File: src/rtl/nand_seq_pkg.sv
package nand_seq_pkg;

    localparam logic [2:0] RA_CMD  = 3'd0;
    localparam logic [2:0] RA_ADDR = 3'd1;
    localparam logic [2:0] RA_BUF  = 3'd2;
    localparam logic [2:0] RA_CFGA = 3'd3;
    localparam logic [2:0] RA_CFGB = 3'd4;

    localparam int A_IRQ_MASK = 4;
    localparam int A_SOFT_RST = 6;
    localparam int A_CE_EN    = 7;
    localparam int B_DONE     = 15;
    localparam int TRIG_W     = 6;
    localparam int CS_LSB     = 5;

    typedef enum logic [2:0] {
        OP_CMD  = 3'd0,
        OP_ADDR = 3'd1,
        OP_DIN  = 3'd2,
        OP_DOUT = 3'd3,
        OP_ID   = 3'd4,
        OP_STAT = 3'd5
    } op_e;

    typedef enum logic [2:0] {
        ST_IDLE, ST_FETCH, ST_SETUP, ST_LOW, ST_HIGH, ST_WAITRB, ST_FIN
    } st_e;

    typedef struct packed {
        op_e        op;
        logic [2:0] buf_id;
        logic [7:0] byte_out;
    } job_t;

    function automatic logic single_hot(input logic [TRIG_W-1:0] v);
        return (v != '0) && ((v & (v - 6'd1)) == '0);
    endfunction

    function automatic op_e trig_op(input logic [TRIG_W-1:0] v);
        op_e o;
        o = OP_CMD;
        for (int i = TRIG_W - 1; i >= 0; i--) begin
            if (v[i]) o = op_e'(3'(i));
        end
        return o;
    endfunction

    function automatic logic op_reads(input op_e o);
        return (o == OP_DOUT) || (o == OP_ID) || (o == OP_STAT);
    endfunction

endpackage

File: src/rtl/nand_seq_regs.sv
module nand_seq_regs
    import nand_seq_pkg::*;
#(
    parameter int NUM_CE  = 4,
    parameter int RST_CYC = 4
) (
    input  logic              clk,
    input  logic              rst,
    input  logic              host_we,
    input  logic [2:0]        host_addr,
    input  logic [15:0]       host_wdata,
    output logic [15:0]       host_rdata,
    input  logic              busy,
    input  logic              done_pulse,
    output logic              start,
    output job_t              job,
    output logic              soft_rst,
    output logic              irq,
    output logic [NUM_CE-1:0] ce_n
);
    localparam int CSW = (NUM_CE > 1) ? $clog2(NUM_CE) : 1;
    localparam int RCW = (RST_CYC > 1) ? $clog2(RST_CYC) : 1;

    logic [15:0]       cmd_q, addr_q, cfga_q;
    logic [2:0]        buf_q;
    logic [CSW-1:0]    cs_q;
    logic              done_q;
    logic [TRIG_W-1:0] trig_q;
    logic [RCW-1:0]    rcnt;
    logic              wr_cfgb;
    op_e               new_op;

    assign wr_cfgb  = host_we && (host_addr == RA_CFGB);
    assign soft_rst = cfga_q[A_SOFT_RST];
    assign start    = wr_cfgb && single_hot(host_wdata[TRIG_W-1:0]) && !busy && !soft_rst;
    assign new_op   = trig_op(host_wdata[TRIG_W-1:0]);
    assign irq      = done_q && !cfga_q[A_IRQ_MASK];

    always_comb begin
        job.op       = new_op;
        job.buf_id   = buf_q;
        job.byte_out = (new_op == OP_ADDR) ? addr_q[7:0] : cmd_q[7:0];
    end

    always_ff @(posedge clk) begin
        if (rst) begin
            cmd_q  <= '0;
            addr_q <= '0;
            cfga_q <= '0;
            buf_q  <= '0;
            cs_q   <= '0;
            done_q <= 1'b0;
            trig_q <= '0;
            rcnt   <= '0;
        end else begin
            if (host_we) begin
                case (host_addr)
                    RA_CMD:  cmd_q  <= host_wdata;
                    RA_ADDR: addr_q <= host_wdata;
                    RA_BUF: begin
                        buf_q <= host_wdata[2:0];
                        cs_q  <= host_wdata[CS_LSB +: CSW];
                    end
                    RA_CFGA: cfga_q <= host_wdata;
                    default: ;
                endcase
            end
            // the reset bit can be set by the host but only cleared here
            if (soft_rst) begin
                if (rcnt == RCW'(RST_CYC - 1)) begin
                    cfga_q[A_SOFT_RST] <= 1'b0;
                    rcnt               <= '0;
                end else begin
                    cfga_q[A_SOFT_RST] <= 1'b1;
                    rcnt               <= rcnt + RCW'(1);
                end
            end
            // completion has priority over a clearing write
            if (soft_rst)        done_q <= 1'b0;
            else if (done_pulse) done_q <= 1'b1;
            else if (wr_cfgb)    done_q <= done_q & host_wdata[B_DONE];

            if (soft_rst || done_pulse) trig_q <= '0;
            else if (start)             trig_q <= host_wdata[TRIG_W-1:0];
        end
    end

    always_comb begin
        host_rdata = '0;
        case (host_addr)
            RA_CMD:  host_rdata = cmd_q;
            RA_ADDR: host_rdata = addr_q;
            RA_BUF: begin
                host_rdata[2:0]          = buf_q;
                host_rdata[CS_LSB +: CSW] = cs_q;
            end
            RA_CFGA: host_rdata = cfga_q;
            RA_CFGB: begin
                host_rdata[B_DONE]       = done_q;
                host_rdata[TRIG_W-1:0]   = trig_q;
            end
            default: host_rdata = '0;
        endcase
    end

    for (genvar k = 0; k < NUM_CE; k++) begin : g_ce
        assign ce_n[k] = !(cfga_q[A_CE_EN] && (cs_q == CSW'(k)));
    end

    AST_DONE_HOLD: assert property (@(posedge clk) disable iff (rst)
        (done_q && !soft_rst && !(wr_cfgb && !host_wdata[B_DONE])) |=> done_q);
    AST_SRST_DONE: assert property (@(posedge clk) disable iff (rst)
        soft_rst |=> !done_q);
    AST_CE_SINGLE: assert property (@(posedge clk) disable iff (rst)
        $countones(~ce_n) <= 1);

endmodule

File: src/rtl/nand_seq_core.sv
module nand_seq_core
    import nand_seq_pkg::*;
#(
    parameter int PAGE_LEN   = 16,
    parameter int ID_LEN     = 4,
    parameter int STROBE_CYC = 2,
    localparam int IW        = $clog2(PAGE_LEN),
    localparam int MAW       = 3 + IW
) (
    input  logic           clk,
    input  logic           rst,
    input  logic           soft_rst,
    input  logic           start,
    input  job_t           job,
    input  logic           rb,
    input  logic [7:0]     io_in,
    input  logic [7:0]     mem_rdata,
    output logic           cle,
    output logic           ale,
    output logic           we_n,
    output logic           re_n,
    output logic [7:0]     io_out,
    output logic           io_oe,
    output logic [MAW-1:0] mem_addr,
    output logic           mem_we,
    output logic [7:0]     mem_wdata,
    output logic           busy,
    output logic           done_pulse
);
    localparam int TW = (STROBE_CYC > 1) ? $clog2(STROBE_CYC) : 1;

    st_e           st;
    job_t          job_q;
    logic [IW-1:0] idx;
    logic [TW-1:0] tcnt;
    logic          rb_q;
    logic          tend, is_rd, active, last_byte;

    function automatic logic [IW-1:0] last_of(input op_e o);
        case (o)
            OP_DIN, OP_DOUT: return IW'(PAGE_LEN - 1);
            OP_ID:           return IW'(ID_LEN - 1);
            default:         return '0;
        endcase
    endfunction

    assign tend      = (tcnt == TW'(STROBE_CYC - 1));
    assign is_rd     = op_reads(job_q.op);
    assign active    = (st == ST_SETUP) || (st == ST_LOW) || (st == ST_HIGH);
    assign last_byte = (idx == last_of(job_q.op));

    always_ff @(posedge clk) begin
        if (rst) rb_q <= 1'b0;
        else     rb_q <= rb;
    end

    always_ff @(posedge clk) begin
        if (rst || soft_rst) begin
            st    <= ST_IDLE;
            job_q <= '0;
            idx   <= '0;
            tcnt  <= '0;
        end else begin
            case (st)
                ST_IDLE: if (start) begin
                    job_q <= job;
                    idx   <= '0;
                    tcnt  <= '0;
                    if (job.op == OP_DIN)       st <= ST_FETCH;
                    else if (job.op == OP_DOUT) st <= ST_WAITRB;
                    else                        st <= ST_SETUP;
                end
                ST_FETCH: begin
                    tcnt <= '0;
                    st   <= ST_SETUP;
                end
                ST_SETUP, ST_LOW: begin
                    if (tend) begin
                        tcnt <= '0;
                        st   <= (st == ST_SETUP) ? ST_LOW : ST_HIGH;
                    end else begin
                        tcnt <= tcnt + TW'(1);
                    end
                end
                ST_HIGH: begin
                    if (tend) begin
                        tcnt <= '0;
                        if (last_byte) begin
                            st <= (job_q.op == OP_DIN) ? ST_WAITRB : ST_FIN;
                        end else begin
                            idx <= idx + IW'(1);
                            st  <= (job_q.op == OP_DIN) ? ST_FETCH : ST_SETUP;
                        end
                    end else begin
                        tcnt <= tcnt + TW'(1);
                    end
                end
                ST_WAITRB: if (rb_q) begin
                    tcnt <= '0;
                    st   <= (job_q.op == OP_DOUT) ? ST_SETUP : ST_FIN;
                end
                ST_FIN:  st <= ST_IDLE;
                default: st <= ST_IDLE;
            endcase
        end
    end

    assign cle        = active && (job_q.op == OP_CMD);
    assign ale        = active && (job_q.op == OP_ADDR);
    assign we_n       = !((st == ST_LOW) && !is_rd);
    assign re_n       = !((st == ST_LOW) && is_rd);
    assign io_oe      = !is_rd && (active || (st == ST_FETCH));
    assign io_out     = (job_q.op == OP_DIN) ? mem_rdata : job_q.byte_out;
    assign mem_addr   = {job_q.buf_id, idx};
    assign mem_we     = (st == ST_LOW) && is_rd && tend;
    assign mem_wdata  = io_in;
    assign busy       = (st != ST_IDLE);
    assign done_pulse = (st == ST_FIN);

    logic [15:0] low_run;
    always_ff @(posedge clk) begin
        if (rst)                low_run <= '0;
        else if (!we_n || !re_n) low_run <= low_run + 16'd1;
        else                    low_run <= '0;
    end

    AST_JOB_STABLE: assert property (@(posedge clk) disable iff (rst)
        (st != ST_IDLE && !soft_rst) |=> $stable(job_q));
    AST_RB_GATE: assert property (@(posedge clk) disable iff (rst)
        (st == ST_FIN && job_q.op == OP_DIN) |-> $past(rb_q));
    AST_SRST_IDLE: assert property (@(posedge clk) disable iff (rst)
        soft_rst |=> !busy);
    AST_PULSE_WIDTH: assert property (@(posedge clk) disable iff (rst)
        ($rose(we_n) || $rose(re_n)) |-> (low_run == 16'(STROBE_CYC)));

endmodule

File: src/rtl/nand_op_seq.sv
module nand_op_seq
    import nand_seq_pkg::*;
#(
    parameter int PAGE_LEN   = 16,
    parameter int ID_LEN     = 4,
    parameter int STROBE_CYC = 2,
    parameter int RST_CYC    = 4,
    parameter int NUM_CE     = 4,
    localparam int MAW       = 3 + $clog2(PAGE_LEN)
) (
    input  logic              clk,
    input  logic              rst,
    input  logic              host_we,
    input  logic [2:0]        host_addr,
    input  logic [15:0]       host_wdata,
    output logic [15:0]       host_rdata,
    output logic              irq,
    output logic              fl_cle,
    output logic              fl_ale,
    output logic              fl_we_n,
    output logic              fl_re_n,
    output logic [NUM_CE-1:0] fl_ce_n,
    output logic [7:0]        fl_io_out,
    output logic              fl_io_oe,
    input  logic [7:0]        fl_io_in,
    input  logic              fl_rb,
    output logic [MAW-1:0]    buf_addr,
    output logic              buf_we,
    output logic [7:0]        buf_wdata,
    input  logic [7:0]        buf_rdata
);
    logic busy, done_pulse, start, soft_rst;
    job_t job;

    nand_seq_regs #(.NUM_CE(NUM_CE), .RST_CYC(RST_CYC)) u_regs (
        .clk        (clk),
        .rst        (rst),
        .host_we    (host_we),
        .host_addr  (host_addr),
        .host_wdata (host_wdata),
        .host_rdata (host_rdata),
        .busy       (busy),
        .done_pulse (done_pulse),
        .start      (start),
        .job        (job),
        .soft_rst   (soft_rst),
        .irq        (irq),
        .ce_n       (fl_ce_n)
    );

    nand_seq_core #(.PAGE_LEN(PAGE_LEN), .ID_LEN(ID_LEN), .STROBE_CYC(STROBE_CYC)) u_core (
        .clk        (clk),
        .rst        (rst),
        .soft_rst   (soft_rst),
        .start      (start),
        .job        (job),
        .rb         (fl_rb),
        .io_in      (fl_io_in),
        .mem_rdata  (buf_rdata),
        .cle        (fl_cle),
        .ale        (fl_ale),
        .we_n       (fl_we_n),
        .re_n       (fl_re_n),
        .io_out     (fl_io_out),
        .io_oe      (fl_io_oe),
        .mem_addr   (buf_addr),
        .mem_we     (buf_we),
        .mem_wdata  (buf_wdata),
        .busy       (busy),
        .done_pulse (done_pulse)
    );

endmodule

File: config.mk
export PLATFORM = sky130hd
export DESIGN_NAME = nand_op_seq
export DESIGN_NICKNAME = d
export VERILOG_FILES = /design/src/rtl/nand_seq_pkg.sv /design/src/rtl/nand_seq_regs.sv /design/src/rtl/nand_seq_core.sv /design/src/rtl/nand_op_seq.sv
export SDC_FILE = /design/constraint.sdc
export NUM_CORES = 1
export LEC_CHECK = 0
export ABC_AREA = 1
export BUFFER_PORTS_ARGS = -buffer_cell sky130_fd_sc_hd__buf_2
export CAP_MARGIN = 20
export CORE_MARGIN = 2
export CORE_UTILIZATION = 31
export DETAILED_ROUTE_END_ITERATION = 16
export PLACE_DENSITY = 0.59
export SYNTH_ARGS = -nofsm -noshare
export SYNTH_HDL_FRONTEND = slang
export SYNTH_SLANG_ARGS = --single-unit
File: constraint.sdc
create_clock -name clk -period 1.6 [get_ports clk]
set_clock_uncertainty 0.1 [all_clocks]
set_input_delay 0.16 -clock clk [delete_from_list [all_inputs] [get_ports clk]]
set_output_delay 0.16 -clock clk [all_outputs]
set_load 0.02 [all_outputs]
==> results of run 1 <==
## worst min-delay path, stage by stage
cell and delay [ps]:
buf_2 120, nor2_1 50, nor2_1 90
## flip-flops by register name, indices dropped and copies added, names as in the netlist
name	cells
u_core.idx	4
u_core.job_q	11
u_core.mem_addr	3
u_core.rb_q	1
u_core.st	3
u_core.tcnt	1
u_regs.addr_q	16
u_regs.buf_q	3
u_regs.cfga_q	16
u_regs.cmd_q	16
u_regs.cs_q	2
u_regs.done_q	1
u_regs.rcnt	2
u_regs.trig_q	6
## report_power, final
part           leakage (nW)  internal (mW)  switching, mW
combinational          1.57          0.555          0.862
clock                 0.153           1.31          0.909
sequential            0.697           2.23          0.105
total                  2.42           4.10           1.88
## what timing repair did
item / CTS / global route
cloned: 1 / 0
gates resized for setup: 50 / 43
setup endpoints to repair: 21 / 42
endpoints found under the hold margin: 10 / 0
setup buffers: 7 / 10
hold buffers: 10 / 0
pin swaps: 6 / 10
## layer usage
layer / wire [um] / vias up / track usage, %
met4: 167 / 0 / 6.105
met3: 802 / 20 / 5.142
met1: 5508 / 2021 / 21.47
li1: - / 2205 / -
met5: 0 / - / 0
met2: 6550 / 115 / 31.53
## cells by family after synthesis
group	count (synthesis)	synth area share (%)
AOI/OAI and AO/OA	165	22.63
xor gates and xnor gates	1	0.2077
adders and majority gates	2	0.5932
buffers and inverters	111	11.93
DFF	85	40.34
and+or+nand+nor	234	24.30
## final timing paths
path	end	from
setup / recovery	fl_we_n	u_core.job_q[12]
hold / removal	u_regs.addr_q[15]	host_wdata[15]
setup reg to reg	u_core.job_q[7]	u_core.st[1]
hold reg to reg	u_regs.cmd_q[9]	u_regs.cmd_q[9]
## Yosys cell counts
cell type / number
inv_6: 1
nor2_2: 4
nor2_8: 1
ha_1: 2
o221ai_1: 9
buf_6: 4
o211ai_1: 3
buf_4: 11
clkbuf_1: 17
nand2_1: 107
or2_2: 2
nand2_4: 4
a21oi_1: 60
xnor2_1: 1
inv_2: 7
o21ai_0: 48
inv_1: 66
buf_2: 4
o31ai_1: 1
nand3_2: 1
a21oi_2: 2
a211oi_2: 6
dfxtp_1: 85
nand3_1: 24
o32ai_1: 1
a22oi_1: 1
o22ai_1: 2
nor4_1: 1
nor2_1: 76
nor2_4: 3
a221oi_1: 5
clkinv_4: 1
nor3_1: 3
o21ai_1: 26
a221o_1: 1
nand2_2: 2
nand4_1: 6
## area by class of cell
| cell class | count | area [um^2] | area share, % |
|---|---|---|---|
| multi-input combinational | 402 | 2173 | 37.82 |
| sequential | 85 | 1730 | 30.11 |
| timing repair buffer | 145 | 991.0 | 17.24 |
| inverter | 75 | 307.8 | 5.356 |
| clock buffer | 11 | 252.7 | 4.398 |
| tap | 176 | 220.2 | 3.832 |
| clock inverter | 5 | 63.81 | 1.110 |
| timing repair inverter | 1 | 7.507 | 0.1306 |
## stage by stage
stage | hold slack, ps | utilization [%]
after floorplan | 167.0 | -
after global placement | 220.1 | 37.41
after detailed placement | 220.1 | 37.41
after CTS | 1.969 | 41.85
after global routing | 19.33 | 43.40
final | 17.76 | 43.40
==> impl_metrics.json, run 1 <==
{
  "holdPathStages": 3,
  "drc": 0,
  "fillers": 1339,
  "rsz0062_at_grt": "yes",
  "cp_max_fo": 4,
  "syn-mean-instance-area_um2": 7.053,
  "cts_tree": "yes",
  "grt_max_degree": 36,
  "rrSetupSlack_ps": 100,
  "coreArea_um2": 13240,
  "drt_iter0_markers": 289,
  "ant_nets": 0,
  "endpoint_kind": "primary output",
  "place.gp.congestion": 0.9039,
  "row_count": 42,
  "hp-class": "in2reg",
  "violations": "setup timing",
  "cts-htree-levels": 3,
  "insertion_delay_ps": 350,
  "start_util_pct": 31.85,
  "grt_util_all_layers_pct": 18.17,
  "drive_gt1_share_pct": 33.01,
  "critical_path_arrival_ps": 1520,
  "fin_crit_ps": 1777,
  "p_leak_nw": 2.417,
  "path_cells": "buf_4 -> nand3_2 -> o211ai_1 -> or2_2 -> buf_2",
  "reg2reg_depth": 10,
  "clk_pin_slew_ps": 70,
  "gr-total-overflow": 0,
  "fin_area_um2": 5747,
  "avgRoutedWirePerCell_um": 14.48,
  "dieArea_um2": 14560,
  "synth_top_area_cell": "dfxtp_1",
  "ys_seq_area_share_pct": 40.34,
  "grt_pass1_vias": 4292,
  "timing.final.hold_violations": 0,
  "setup_slack_ps": -176.8,
  "cts-root-buf": "clkbuf_16",
  "cap_violations": 0,
  "cts_made_buffers": 9,
  "period_share_pct": 111.1,
  "viasPerCell": 4.846,
  "diodes": 0,
  "tns_ps": -1553,
  "dp_hpwl_um": 9518,
  "power_density_nw_per_um2": 1040,
  "fin_cells": 900,
  "cp.depth": 5,
  "die_w_um": 120.6,
  "path_class": "reg2out",
  "tightest_slew_ps": 373.3,
  "slew_viol_final": 0,
  "status": "finished with violations",
  "fmax_mhz": 562.8,
  "preCtsSetupSlack_ps": -63.21,
  "crit_path_top_delay_cell": "dfxtp_4",
  "ys_top_cells_by_area": "dfxtp_1 40%, nand2_1 9.5%, a21oi_1 7.1%",
  "placed_area_um2": 4954,
  "place_inst": 856,
  "crit_family": "simple AND/OR/NAND/NOR gates",
  "wl_um": 13030,
  "cts_sinks": 85,
  "synth_top_area_share_pct": 40.34,
  "die_y_um": 120.6,
  "finalPower_mw": 5.975,
  "grt_pass1_wl_um": 20810,
  "critical_path.max_stage_delay_ps": 360,
  "cp_num_buf_inv": 2,
  "vias": 4361,
  "yosysWarnings": 0,
  "synthCells": 598,
  "setup_violations": 14,
  "io_pins": 89,
  "crit_required_ps": 1340,
  "start_kind": "flop",
  "first_pass_iters": 4,
  "grt_antenna_before_repair": 0,
  "syn_nets": 639,
  "final_common_cell": "nand2_1",
  "cts_max_path_buffers": 2,
  "relSlewSlack_pct": 74.85,
  "areaGrowthSynthToFinish_pct": 36.25,
  "fin_nets": 760,
  "port_buffers": 72,
  "irDropWorstVdd_mv": 0.8473,
  "synth_seq_cells": 85,
  "synth_cell_types": 37,
  "final_cell_mix": "100 x nand2_1, 72 x dfxtp_1, 70 x buf_4",
  "netlist_area_um2": 4218
}
(Power assumes the default switching activity.)
==> run 2, diff against run 1 <==
HOLD_SLACK_MARGIN = 0.08   (was default)
==> run 2 against run 1 <==
Worst hold slack improved by 90 ps. First-iteration DRC count fell by 9.3%. Wire length rose by 0.17%. Setup slack got worse by 1.2 ps. Sequential share of layout area fell by 0.16 points. Core utilization rose by 0.23 points. The flow still finishes with violations (setup timing). Sequential cell count did not move. Critical path type unchanged. Largest power group unchanged. Critical path depth rose by 1. Final cell count rose by 0.33%. Clock-buffer cell count did not move. Via count rose by 0.73%. Final area rose by 0.52%.
==> impl_metrics.json, run 2 (synthesis gave the netlist of run 1 again) <==
{
  "grt_util_all_layers_pct": 18.21,
  "slew_viol_final": 0,
  "gr-total-overflow": 0,
  "tns_ps": -1563,
  "rsz0062_at_grt": "yes",
  "endpoint_kind": "primary output",
  "cts_sinks": 85,
  "die_y_um": 120.6,
  "ant_nets": 0,
  "io_pins": 89,
  "start_kind": "flop",
  "regToRegEndpoint": "u_core.job_q[7]",
  "cts_made_buffers": 9,
  "reg2reg_depth": 10,
  "top_regs": "u_regs.addr_q: 16 flops, u_regs.cfga_q: 16 flops, u_regs.cmd_q: 16 flops",
  "drive_gt1_share_pct": 32.87,
  "grt_pass1_vias": 4307,
  "status": "finished with violations",
  "wl_um": 13050,
  "coreArea_um2": 13240,
  "fin_crit_ps": 1778,
  "die_w_um": 120.6,
  "setup_slack_ps": -178.1,
  "dp_hpwl_um": 9518,
  "grt_pass1_wl_um": 20870,
  "viasPerCell": 4.865,
  "p_leak_nw": 2.429,
  "insertion_delay_ps": 360,
  "cts-htree-levels": 3,
  "start_util_pct": 31.85,
  "setup_violations": 14,
  "clk_pin_slew_ps": 70,
  "rrSetupSlack_ps": 100,
  "placed_area_um2": 4954,
  "hp-class": "in2reg",
  "cap_violations": 0,
  "fin_area_um2": 5777,
  "violations": "setup timing",
  "fmax_mhz": 562.4,
  "relSlewSlack_pct": 74.85,
  "crit_required_ps": 1340,
  "diodes": 0,
  "dieArea_um2": 14560,
  "final_util_pct": 43.62,
  "period_share_pct": 111.1,
  "row_count": 42,
  "avgRoutedWirePerCell_um": 14.45,
  "drt_iter0_markers": 262,
  "grt_max_degree": 36,
  "min_from": "host_wdata[0]",
  "reg2reg_from": "u_core.st[1]",
  "timing.final.hold_violations": 0,
  "holdPathStages": 3,
  "cp_max_fo": 5,
  "first_pass_iters": 5,
  "grt_antenna_before_repair": 0,
  "cts_max_path_buffers": 2,
  "final_common_cell": "nand2_1",
  "tightest_slew_ps": 373.4,
  "cts-root-buf": "clkbuf_16",
  "vias": 4393,
  "drc": 0,
  "irDropWorstVdd_mv": 0.8458,
  "areaGrowthSynthToFinish_pct": 36.96,
  "cts_tree": "yes",
  "power_density_nw_per_um2": 1038,
  "final_cell_mix": "100 x nand2_1, 72 x dfxtp_1, 70 x buf_4",
  "fillers": 1337,
  "min_to": "u_regs.trig_q[0]",
  "port_buffers": 72,
  "fin_nets": 763,
  "place.gp.congestion": 0.9039,
  "path_class": "reg2out",
  "critical_path_arrival_ps": 1520
}
## run 2: cell count changes in the layout (fill, tap and decap cells not counted), sizes merged
| cell | change |
|---|---|
| dlygate4sd3 | +3 |
## run 2: repair_timing
item	in CTS	in global routing
hold buffers	13	0
pin swaps	6	10
gates resized for setup	50	43
setup endpoints to repair	21	42
buffers inserted	7	10
gates cloned	1	0
endpoints found under the hold margin	35	0
## run 2: area by class of cell
class | count | area, um^2 | area share (%)
clock inverters | 5 | 63.81 | 1.105
inverters | 75 | 307.8 | 5.328
flip-flops and latches | 85 | 1730 | 29.95
repair buffers | 148 | 1021 | 17.67
multi-input cells | 402 | 2173 | 37.62
clock buffers | 11 | 252.7 | 4.375
repair inverters | 1 | 7.507 | 0.1300
well taps | 176 | 220.2 | 3.812
## run 2: worst max path at each step
stage,end,from,slack [ps],cells after the start
2_1_floorplan,fl_ale,u_core.st[1],30,6
3_3_place_gp,host_rdata[5],host_addr[1],-50,7
3_5_place_dp,host_rdata[2],host_addr[1],-60,7
4_1_cts,buf_we,u_core.job_q[12],-220,6
5_1_grt,buf_we,u_core.job_q[11],-290,6
6_report,buf_we,u_core.job_q[11],-180,6
## run 2: per-layer routing
layer	vias to the layer above	global-route usage [%]	part of all wire (%)
met5	-	0	0
met4	0	6.831	2.2
met3	26	5.094	5.9
met2	119	31.43	49
met1	2039	21.41	43
li1	2209	-	-
## run 2: critical path, stage by stage, from the launching register on
cell	delay (ps)
dfxtp_4	370
nor2_2	150
nand2_2	70
o211ai_1	150
nand4_1	170
nor2_2	130
buf_6	120
## run 2: through the flow
stage | cells | hold slack [ps] | power, mW | setup slack, ps
5_1_grt | 903 | 120.9 | 6.288 | -290.3
3_5_place_dp | 856 | 220.1 | 3.601 | -63.21
6_report | 903 | 107.4 | 5.995 | -178.1
2_1_floorplan | 598 | 167.0 | 3.229 | 32.53
3_3_place_gp | 856 | 220.1 | 3.582 | -52.17
4_1_cts | 893 | 90.97 | 5.916 | -220.3
## run 2: power breakdown
part | switching (mW) | total [mW] | internal [mW]
sequential | 0.104 | 2.34 | 2.23
combinational | 0.864 | 1.42 | 0.560
clock | 0.924 | 2.24 | 1.31
total | 1.89 | 5.99 | 4.10
